===== config.mk =====
export PLATFORM = sky130hd
export DESIGN_NAME = rtw_walker
export DESIGN_NICKNAME = d
export VERILOG_FILES = /design/src/rtl/rtw_pkg.sv /design/src/rtl/rtw_index.sv /design/src/rtl/rtw_leaf.sv /design/src/rtl/rtw_walker.sv
export SDC_FILE = /design/constraint.sdc
export NUM_CORES = 1
export LEC_CHECK = 0
export BUFFER_PORTS_ARGS = -buffer_cell sky130_fd_sc_hd__clkbuf_2
export CAP_MARGIN = 20
export CELL_PAD_IN_SITES_DETAIL_PLACEMENT = 1
export CELL_PAD_IN_SITES_GLOBAL_PLACEMENT = 1
export CORE_AREA = 10 10 237 239
export DETAILED_ROUTE_END_ITERATION = 12
export DIE_AREA = 0 0 247 249
export PLACE_DENSITY = 0.85
export SETUP_SLACK_MARGIN = 0.3
export SLEW_MARGIN = 20
export SYNTH_ARGS = -nofsm -noshare
export SYNTH_HDL_FRONTEND = slang
export SYNTH_SLANG_ARGS = --single-unit

===== constraint.sdc =====
create_clock -name clk -period 10.65 [get_ports clk]
set_clock_uncertainty 0.05 [all_clocks]
set_input_delay 1.065 -clock clk [delete_from_list [all_inputs] [get_ports clk]]
set_output_delay 1.065 -clock clk [all_outputs]
set_load 0.02 [all_outputs]

===== src/rtl/rtw_pkg.sv =====
package rtw_pkg;
   localparam int ENT_W       = 64;
   localparam int VALID_BIT   = 63;
   localparam int LEAF_BIT    = 62;
   localparam int REF_BIT     = 8;
   localparam int CHG_BIT     = 7;
   localparam int IDXF_W      = 5;
   localparam int CAUSE_W     = 2;
   localparam int CS_CFG      = 0;
   localparam int CS_NOENT    = 1;
   localparam logic [ENT_W-1:0] BASE_MASK = 64'h00FF_FFFF_FFFF_FF00;
   localparam logic [ENT_W-1:0] PFN_MASK  = 64'h00FF_FFFF_FFFF_F000;

   typedef enum logic [1:0] {
      ST_IDLE,
      ST_READ,
      ST_WBACK,
      ST_DONE
   } walk_state_e;
endpackage


===== src/rtl/rtw_index.sv =====
module rtw_index #(
   parameter int EA_W    = 64,
   parameter int ADDR_W  = 64,
   parameter int SZ_W    = 7,
   parameter int IDX_W   = 5,
   parameter int MIN_IDX = 5
) (
   input  logic [ADDR_W-1:0] base,
   input  logic [EA_W-1:0]   ea,
   input  logic [SZ_W-1:0]   rem,
   input  logic [IDX_W-1:0]  idx_bits,
   output logic [ADDR_W-1:0] ent_addr,
   output logic              bad
);
   logic [SZ_W-1:0]   idx_ext;
   logic [SZ_W-1:0]   shamt;
   logic [EA_W-1:0]   slot;
   logic [EA_W-1:0]   off;
   logic [ADDR_W-1:0] off_a;

   assign idx_ext = {{(SZ_W-IDX_W){1'b0}}, idx_bits};
   assign bad     = (idx_bits < IDX_W'(MIN_IDX)) || (idx_ext > rem);
   assign shamt   = rem - idx_ext;
   assign slot    = (ea >> shamt) & ~({EA_W{1'b1}} << idx_bits);
   assign off     = slot << 3;

   generate
      if (ADDR_W >= EA_W) begin : g_widen
         assign off_a = {{(ADDR_W-EA_W){1'b0}}, off};
      end else begin : g_narrow
         assign off_a = off[ADDR_W-1:0];
      end
   endgenerate

   assign ent_addr = base + off_a;
endmodule


===== src/rtl/rtw_leaf.sv =====
module rtw_leaf #(
   parameter int EA_W   = 64,
   parameter int ADDR_W = 64,
   parameter int SZ_W   = 7
) (
   input  logic [rtw_pkg::ENT_W-1:0] entry,
   input  logic [EA_W-1:0]           ea,
   input  logic [SZ_W-1:0]           psize,
   input  logic                      is_store,
   output logic [ADDR_W-1:0]         raddr,
   output logic [rtw_pkg::ENT_W-1:0] new_ent,
   output logic                      changed
);
   import rtw_pkg::*;

   logic [ENT_W-1:0] ea64;
   logic [ENT_W-1:0] low;
   logic [ENT_W-1:0] full;
   logic [ENT_W-1:0] flags;

   generate
      if (EA_W < ENT_W) begin : g_pad
         assign ea64 = {{(ENT_W-EA_W){1'b0}}, ea};
      end else begin : g_same
         assign ea64 = ea;
      end
   endgenerate

   assign low   = ~({ENT_W{1'b1}} << psize);
   assign full  = (entry & PFN_MASK & ~low) | (ea64 & low);
   assign raddr = full[ADDR_W-1:0];

   always_comb begin
      flags          = '0;
      flags[REF_BIT] = 1'b1;
      flags[CHG_BIT] = is_store;
   end

   assign new_ent = entry | flags;
   assign changed = (new_ent != entry);
endmodule


===== src/rtl/rtw_walker.sv =====
module rtw_walker #(
   parameter int EA_W       = 64,
   parameter int ADDR_W     = 64,
   parameter int MAX_LEVELS = 8,
   parameter int MIN_IDX    = 5
) (
   input  logic                        clk,
   input  logic                        rst_n,
   input  logic                        start,
   input  logic                        is_store,
   input  logic [EA_W-1:0]             ea,
   input  logic [ADDR_W-1:0]           root_base,
   input  logic [rtw_pkg::IDXF_W-1:0]  root_idx_bits,
   input  logic [$clog2(EA_W+1)-1:0]   total_bits,
   output logic                        done,
   output logic                        fault,
   output logic [rtw_pkg::CAUSE_W-1:0] cause,
   output logic [ADDR_W-1:0]           raddr,
   output logic [$clog2(EA_W+1)-1:0]   page_bits,
   output logic                        wr_ok,
   output logic                        mem_req,
   output logic                        mem_we,
   output logic [ADDR_W-1:0]           mem_addr,
   output logic [rtw_pkg::ENT_W-1:0]   mem_wdata,
   input  logic                        mem_ack,
   input  logic [rtw_pkg::ENT_W-1:0]   mem_rdata
);
   import rtw_pkg::*;

   localparam int SZ_W  = $clog2(EA_W+1);
   localparam int IDX_W = IDXF_W;
   localparam int LVL_W = $clog2(MAX_LEVELS+1);

   generate
      if (MAX_LEVELS < 1) begin : g_chk_lvl
         $error("MAX_LEVELS must be at least 1");
      end
      if (MIN_IDX < 1 || MIN_IDX >= (1 << IDX_W)) begin : g_chk_min
         $error("MIN_IDX must fit the index field");
      end
      if (EA_W > ENT_W || ADDR_W > ENT_W) begin : g_chk_w
         $error("address widths must not exceed the entry width");
      end
      if (SZ_W <= IDX_W) begin : g_chk_sz
         $error("EA_W too small for the index field");
      end
   endgenerate

   walk_state_e       state_q;
   logic [EA_W-1:0]   ea_q;
   logic              st_q;
   logic [SZ_W-1:0]   rem_q;
   logic [IDX_W-1:0]  cur_bits_q;
   logic [LVL_W-1:0]  lvl_q;
   logic [ADDR_W-1:0] addr_q;
   logic [ENT_W-1:0]  wdata_q;

   logic              in_idle;
   logic [SZ_W-1:0]   rem_after;
   logic [ADDR_W-1:0] ix_base;
   logic [EA_W-1:0]   ix_ea;
   logic [SZ_W-1:0]   ix_rem;
   logic [IDX_W-1:0]  ix_bits;
   logic [ADDR_W-1:0] ix_addr;
   logic              ix_bad;
   logic [ADDR_W-1:0] lf_raddr;
   logic [ENT_W-1:0]  lf_new;
   logic              lf_changed;

   assign in_idle   = (state_q == ST_IDLE);
   assign rem_after = rem_q - {{(SZ_W-IDX_W){1'b0}}, cur_bits_q};
   assign ix_base   = in_idle ? root_base     : ADDR_W'(mem_rdata & BASE_MASK);
   assign ix_ea     = in_idle ? ea            : ea_q;
   assign ix_rem    = in_idle ? total_bits    : rem_after;
   assign ix_bits   = in_idle ? root_idx_bits : mem_rdata[IDX_W-1:0];

   rtw_index #(
      .EA_W(EA_W), .ADDR_W(ADDR_W), .SZ_W(SZ_W), .IDX_W(IDX_W), .MIN_IDX(MIN_IDX)
   ) u_index (
      .base(ix_base), .ea(ix_ea), .rem(ix_rem), .idx_bits(ix_bits),
      .ent_addr(ix_addr), .bad(ix_bad)
   );

   rtw_leaf #(
      .EA_W(EA_W), .ADDR_W(ADDR_W), .SZ_W(SZ_W)
   ) u_leaf (
      .entry(mem_rdata), .ea(ea_q), .psize(rem_after), .is_store(st_q),
      .raddr(lf_raddr), .new_ent(lf_new), .changed(lf_changed)
   );

   always_ff @(posedge clk or negedge rst_n) begin
      if (!rst_n) begin
         state_q    <= ST_IDLE;
         ea_q       <= '0;
         st_q       <= 1'b0;
         rem_q      <= '0;
         cur_bits_q <= '0;
         lvl_q      <= '0;
         addr_q     <= '0;
         wdata_q    <= '0;
         fault      <= 1'b0;
         cause      <= '0;
         raddr      <= '0;
         page_bits  <= '0;
         wr_ok      <= 1'b0;
      end else begin
         unique case (state_q)
            ST_IDLE: begin
               if (start) begin
                  ea_q      <= ea;
                  st_q      <= is_store;
                  fault     <= 1'b0;
                  cause     <= '0;
                  raddr     <= '0;
                  page_bits <= '0;
                  wr_ok     <= 1'b0;
                  if (ix_bad) begin
                     fault         <= 1'b1;
                     cause[CS_CFG] <= 1'b1;
                     state_q       <= ST_DONE;
                  end else begin
                     addr_q     <= ix_addr;
                     rem_q      <= total_bits;
                     cur_bits_q <= root_idx_bits;
                     lvl_q      <= LVL_W'(1);
                     state_q    <= ST_READ;
                  end
               end
            end
            ST_READ: begin
               if (mem_ack) begin
                  if (!mem_rdata[VALID_BIT]) begin
                     fault           <= 1'b1;
                     cause[CS_NOENT] <= 1'b1;
                     state_q         <= ST_DONE;
                  end else if (mem_rdata[LEAF_BIT]) begin
                     raddr     <= lf_raddr;
                     page_bits <= rem_after;
                     wr_ok     <= st_q;
                     wdata_q   <= lf_new;
                     state_q   <= lf_changed ? ST_WBACK : ST_DONE;
                  end else if (lvl_q == LVL_W'(MAX_LEVELS) || ix_bad) begin
                     fault         <= 1'b1;
                     cause[CS_CFG] <= 1'b1;
                     state_q       <= ST_DONE;
                  end else begin
                     addr_q     <= ix_addr;
                     rem_q      <= rem_after;
                     cur_bits_q <= mem_rdata[IDX_W-1:0];
                     lvl_q      <= lvl_q + LVL_W'(1);
                  end
               end
            end
            ST_WBACK: begin
               if (mem_ack) begin
                  state_q <= ST_DONE;
               end
            end
            ST_DONE: begin
               state_q <= ST_IDLE;
            end
            default: state_q <= ST_IDLE;
         endcase
      end
   end

   assign done      = (state_q == ST_DONE);
   assign mem_req   = (state_q == ST_READ) || (state_q == ST_WBACK);
   assign mem_we    = (state_q == ST_WBACK);
   assign mem_addr  = addr_q;
   assign mem_wdata = wdata_q;
endmodule


---- Word level (Yosys, flattened, before mapping) ----
Index checks and enable logic that the tools add are counted.
word-level totals
  bits in registers ....................... 286
  bits in latches ......................... 0
  memory bits (writable) .................. 0
  bits in read-only memories .............. 0
  bits of input ports ..................... 209
  memories ................................ 0
cells by class
  $add $sub $neg .......................... 4
  $mul .................................... 0
  div/mod/pow operators ................... 0
  $lt $le $gt $ge ......................... 2
  equal/unequal tests ..................... 18
  shift-type cells ........................ 3
  mux-type cells .......................... 68
  bitwise operators ....................... 8
  reductions and logical operators ........ 13
operator list
  cell                                                                  number
  64-bit 2-to-1 mux                                                     12
  64-bit case mux with 2 select lines                                   2
  64-bit inverter                                                       2
  7-bit 2-to-1 mux                                                      11
  64-bit adder                                                          1
  56-bit by 64-bit AND with 64-bit output                               1
  64-bit AND                                                            1
  64-bit != test                                                        1
  64-bit OR                                                             1
  64-bit by 9-bit OR with 64-bit output                                 1
  64-bit by 5-bit << shifter with 61-bit output (first input constant)  1
  64-bit by 7-bit << shifter with 64-bit output (first input constant)  1
  64-bit by 7-bit right shift with 61-bit output                        1
  61-bit AND                                                            1
  61-bit inverter                                                       1
  5-bit 2-to-1 mux                                                      7
  7-bit case mux with 2 select lines                                    2
  4-bit 2-to-1 mux                                                      6
  2-bit 2-to-1 mux                                                      9
  2-bit != test (second input constant)                                 9
  7-bit by 5-bit subtractor with 7-bit output                           2
  1-bit 2-to-1 mux                                                      13
  4-bit AND reduction                                                   3
  5-bit case mux with 2 select lines                                    1
  20 further kinds                                                      26

---- Logic depth before layout (Yosys ltp) ----
  word-level depth ........................ 11
  mapped depth ............................ 36

---- By module ----
From an unflattened synthesis, not the netlist that was laid out.
second synthesis, totals
  cell total of the unflattened synthesis .. 2333
  area, all modules ....................... 20842.5 um^2
by module, submodules not included
  module      instances  cells each  area an instance (um^2)  sequential area each (um^2)
  rtw_walker  1          1167        12904.9                  7156.9
  rtw_index   1          933         6297.3                   0.0
  rtw_leaf    1          233         1640.3                   0.0

---- Worst setup path before layout ----
OpenSTA, ideal clock, no wires.
  path type ............................... reg2reg
  start point ............................. register state_q[0]
  end point ............................... register addr_q[45] (netlist: mem_addr[45])
  arrival time ............................ 7.395 ns
  required time ........................... 10.480 ns
  slack ................................... 3.084 ns
  cell stages (with the launch flop) ...... 35
  buffers on the path ..................... 11
  clock period less this slack ............ 7.566 ns
  cell sequence ........................... dfrtp_1 inv_1 ha_1 buf_6 buf_12 buf_6 buf_4 buf_6 buf_4 clkbuf_1 buf_1 buf_2 a21oi_1 ha_1 inv_1 fa_1 inv_2 buf_1 clkbuf_1 nand2_1 nand2_1 o21ai_0 mux4_2 a211oi_1 ha_1 inv_1 fa_1 nand2b_1 a21oi_1 o211ai_1 a211o_1 a31oi_1 o21ai_0 or4_1 o211a_1
on the way
  word-level cells in the longest chain between the ends .. 11
  elaborated cells on any way between the ends .. 31
  classes of those cells .................. add/sub: 2; order compare: 2; eq/ne: 7; shift: 2; mux: 11; bitwise: 2; reduce/logical: 5
RTL lines
  item                                                                                                          RTL line                             RTL
  start, declared                                                                                               rtw_walker.sv:49                     walk_state_e state_q;
  start signal, assigned                                                                                        rtw_walker.sv:141                    state_q <= lf_changed ? ST_WBACK : ST_DONE;
  2-bit logical NOT                                                                                             rtw_walker.sv:70, rtw_walker.sv:107
  7-bit 2-to-1 mux or 5-bit 2-to-1 mux (tied branches)                                                          rtw_walker.sv:74, rtw_walker.sv:75
  7-bit by 5-bit subtractor with 7-bit output or 64-bit by 5-bit << shifter with 61-bit output (tied branches)  rtw_index.sv:23, rtw_index.sv:24
  64-bit by 7-bit right shift with 61-bit output or 61-bit inverter (tied branches)                             rtw_index.sv:24                      assign slot = (ea >> shamt) & ~({EA_W{1'b1}} << idx_bits);
  61-bit AND                                                                                                    rtw_index.sv:24
  64-bit adder                                                                                                  rtw_index.sv:35                      assign ent_addr = base + off_a;
  64-bit 2-to-1 mux                                                                                             rtw_walker.sv:142                    end else if (lvl_q == LVL_W'(MAX_LEVELS) || ix_bad) begin
  64-bit 2-to-1 mux                                                                                             rtw_walker.sv:136                    end else if (mem_rdata[LEAF_BIT]) begin
  64-bit 2-to-1 mux                                                                                             rtw_walker.sv:132                    if (!mem_rdata[VALID_BIT]) begin
  64-bit 2-to-1 mux                                                                                             rtw_walker.sv:131                    if (mem_ack) begin
  64-bit case mux with 2 select lines                                                                           rtw_walker.sv:107                    unique case (state_q)
  end signal, assigned                                                                                          rtw_walker.sv:122                    addr_q <= ix_addr;
  end signal, assigned                                                                                          rtw_walker.sv:147                    addr_q <= ix_addr;
  end, declared                                                                                                 rtw_walker.sv:55                     logic [ADDR_W-1:0] addr_q;
Parallel ways exist; a longest one is shown, timed or not. The select of a mux whose other input is x is not followed.
A chain may end at the register's enable or synchronous reset.

---- Final worst setup path ----
Same ends and word-level chain as after synthesis.

==> results.md <==
Final layout:
- The total of fill cells in the finished design is 5982.
- Of the cells placed in the final design, the portion with a size suffix greater than 1 is 0.315.
- Leaving out fill and tap cells, the most frequent cell in the layout is sky130_fd_sc_hd__clkbuf_2.
- Compared with the post-synthesis result, the final layout area differs by 18.4%.
- The multi-input combinational cells in the finished layout cover a total of roughly 12000 µm².
- The finished layout holds between 3000 and 4000 standard cells, fillers aside.
- The area taken by flip-flops and latches is around 7200 µm².
- The post-route cell area is 24100 µm².
- The number of nets in the layout is approximately 2700.
- In the layout the commonest cells are sky130_fd_sc_hd__clkbuf_2 (413), sky130_fd_sc_hd__nand2_1 (298), sky130_fd_sc_hd__dfrtp_1 (286), sky130_fd_sc_hd__o21ai_0 (203), sky130_fd_sc_hd__mux2_2 (186).

Critical path:
- For this design, the slowest cell found on the critical path is sky130_fd_sc_hd__mux2i_1.
- Walking the worst path, the cells encountered are inv_1 -> ha_4 -> mux2i_1 -> inv_1 -> ha_2 -> inv_1 -> fa_1 -> inv_2 -> mux2i_1 -> nand2_1 -> o21ai_0 -> mux4_2 -> a211oi_1 -> ha_1 -> inv_1 -> fa_1 -> nand2b_1 -> a21oi_1 -> o211ai_1 -> a211o_1 -> a31oi_1 -> o21ai_0 -> or4_1 -> o211a_1.
- The highest net fanout along the worst path is 53.
- The count of buffer and inverter cells on the critical path is 5.
- Data on the critical path is required at its endpoint by approximately 11 ns.
- The most numerous cell on the critical path is sky130_fd_sc_hd__inv_1.
- The data arrival time of the worst path is ~9.3 ns.
- The worst setup path is captured at a flip-flop.
- The startpoint kind of the worst setup timing path is a flip-flop.
- The classification of the worst setup path is flip-flop to flip-flop.
- The cell family with the largest share of critical-path delay is compound AO/OA/AOI/OAI gates.
- The worst stage delay on the critical path is approximately 0.82 ns.

Global route:
- The wire length of the first global-routing pass is between 100 and 150 mm.
- The total routing usage reported by global routing is 0.290.
- The number of global-route vias before repair is a little over 20000.
- Entering global routing, the biggest net connects 136 pins.
- The total congestion overflow is 0.
- The initial antenna violation count is 11.

Placed design:
- The placed cell count is 3106.
- The total cell area at the placement stage is approximately 23000 µm².
- The HPWL reported at the end of detailed placement is 72.1 mm.
- Routability-driven placement finished with a final weighted congestion of slightly below 1.
- Input and output buffers added on the ports amount to approximately 410.

Clock tree:
- The library cell used as clock root buffer is sky130_fd_sc_hd__clkbuf_16.
- The total of hold buffers inserted after clock tree synthesis is 0.
- For this design, the sink count on the clock tree is between 200 and 300.
- The clock tree synthesis step divided the H-tree into 2 levels.
- In this run the post-CTS setup repair buffer count came out at 0.
- The number of instances resized during post-cts repair is 0.
- The clock latency on the worst-skew pair is approximately 0.56 ns.
- TritonCTS built the clock tree.
- Clock-pin slew was measured on the worst setup and hold paths at around 0.06 ns.
- Clock tree synthesis inserted a total of 35 buffers.
- The largest buffer count on any clock path is 3.

Min path:
- The class of the tightest hold or removal check is flip-flop to flip-flop.

Die:
- The die boundary width is between 200 and 250 µm.
- From bottom edge to top edge, the die measures between 200 and 250 µm.
- The initialized floorplan defines 83 standard-cell rows.
- The number of placed I/O pins is ~420.
- The floorplan step defined a die boundary enclosing around 62000 µm².
- For this configuration, the core starts out at a cell density of 0.398.
- The core area is 51200 µm².

Synthesis:
- The portion of synthesized cell area occupied by the leading cell type is 0.351.
- Counting every net in the synthesized netlist gives ~2400.
- During synthesis, Yosys emitted a total of 0 warnings.
- A synthesized cell averages 9.57 µm².
- Yosys attributes the largest share of cell area to sky130_fd_sc_hd__dfrtp_1 (35%), sky130_fd_sc_hd__mux2_2 (10%), sky130_fd_sc_hd__mux4_2 (7.1%).
- The async set-reset flop share out of synthesis is 1.00.
- The number of synthesized register bits is about 290.
- The number of unique standard cell types used by synthesis is 84.
- The synthesized design contains 0 enable-type register cells.
- The most used flip-flop cell after synthesis is sky130_fd_sc_hd__dfrtp_1.
- For this run, the register share of the synthesized area comes to 0.351.
- The cell taking the most area after synthesis is sky130_fd_sc_hd__dfrtp_1.
- Synthesis handed over a netlist of 2129 instances.
- In this run the cell area of the synthesized design comes to ~20000 µm².

Route:
- After detailed routing, the number of remaining DRC violations is 0.
- The first routing iteration left a little under 2000 violations.
- Summing over every cut layer, the via total after detailed routing is about 20000.
- Dividing the detail-routed via count by the number of cells gives around 6.2.
- The average routed wire per standard cell is 29.1 µm.
- The final wirelength is just over 90 mm.
- The total iterations of the first detailed-routing run is 7.
- Once detail routing completed, the nets flagged for antenna violations numbered 0.

Timing:
- The worst path in the final design needs a cycle of ~9 ns, including I/O delays and setup.
- The part of the cycle the worst path needs is 0.840.
- The slew at the pin closest to its max-slew limit is 1.09 ns.
- Setup repair after global routing left no endpoint under its margin.
- The sum of negative setup slack is 0 ns.
- Setup violations remaining at the end of the flow were counted as 0.
- In this run the tightest slew margin relative to its limit is 0.272.
- The max-slew violation count was 0.
- The maximum operating frequency is around 110 MHz.
- The number of hold-slack violations in the final timing report is 0.

Outcome:
- The run finished with clean final reports.

Flow run:
- Across the run, the number of max-cap violations was 0.
## flip-flops by register name (all words and copies together) (netlist names), 4 cells and up
| signal | count |
|---|---|
| mem_wdata | 64 |
| ea_q | 64 |
| page_bits | 7 |
| cur_bits_q | 5 |
| mem_addr | 64 |
| rem_q | 7 |
| raddr | 64 |
| lvl_q | 4 |
## layer usage
metal | track usage | share of wire | up-vias
met5 | 0 | 0.00063 | -
met4 | 0.119 | 0.043 | 8
met3 | 0.0618 | 0.072 | 230
met2 | 0.475 | 0.48 | 904
met1 | 0.363 | 0.41 | 9953
li1 | - | - | 8512
## logic make-up after synthesis
| logic type | synth area share |
|---|---|
| XOR/XNOR | 0.0275 |
| AND/OR/NAND/NOR | 0.132 |
| buffers and inverters | 0.0421 |
| multiplexers | 0.248 |
| flip-flops | 0.351 |
| adder cells (fa/ha/maj) | 0.0324 |
| AO/OA/AOI/OAI | 0.166 |
## synth_stat cells (all sizes together), types with 9 or more instances
master / instances
nor2b: 16
mux2: 186
mux2i: 139
and2: 9
buf: 63
a21o: 24
o21a: 9
a32o: 21
nand2b: 18
nand2: 299
o31ai: 12
o21ai: 205
xnor2: 30
nand4: 17
dfrtp: 286
a211oi: 26
xor2: 33
nor3: 42
o21bai: 9
o211ai: 31
mux4: 68
or3: 11
inv: 34
a31oi: 17
clkbuf: 87
nand3: 44
nor2: 122
a21oi: 123
ha: 48
## area by class of cell
cell class,count,share of cell area
Inverter,34,0.00529
Tap cell,680,0.0353
Clock buffer,51,0.0430
Antenna cell,2,0.000208
Multi-Input combinational cell,1659,0.517
Sequential cell,286,0.297
Clock inverter,9,0.00493
Timing Repair Buffer,447,0.0971
## final timing paths
| check | from | to | slack [ns] | cells after the start |
|---|---|---|---|---|
| worst max-delay path | state_q[0]$_DFFE_PN0P_ | mem_addr[45]$_DFFE_PN0P_ | 1.70 | 24 |
| worst min-delay path | mem_addr[3]$_DFFE_PN0P_ | mem_addr[3]$_DFFE_PN0P_ | 0.42 | 2 |
| worst max register to register | state_q[0]$_DFFE_PN0P_ | mem_addr[45]$_DFFE_PN0P_ | 1.70 | 24 |
| worst min register to register | mem_addr[3]$_DFFE_PN0P_ | mem_addr[3]$_DFFE_PN0P_ | 0.42 | 2 |
| max in group asynchronous | rst_n | mem_wdata[44]$_DFFE_PN0P_ | 7.90 | 3 |
| min in group asynchronous | rst_n | mem_wdata[14]$_DFFE_PN0P_ | 0.47 | 1 |
## worst reg2reg max path: cells and delay by family (launching register included)
| kind | cells | cell delay [ns] |
|---|---|---|
| compound gates | 8 | 2.61 |
| simple gates | 3 | 0.83 |
| mux | 3 | 1.65 |
| buf+inv | 5 | 1.23 |
| fa+ha+maj | 5 | 2.04 |
| flops | 1 | 0.43 |
## stage by stage
step | utilization | hold slack (ns) | setup slack [ns]
floorplan | - | 0.400 | 3.08
global placement | 0.448 | 0.398 | 2.17
detailed placement | 0.448 | 0.406 | 1.91
CTS | 0.471 | 0.420 | 1.83
global route | 0.471 | 0.441 | 1.13
finish | 0.471 | 0.420 | 1.70
Power is left out: the tool's default activity adds up to more than one toggle a clock period on the data nets, which glitch-free logic cannot reach.
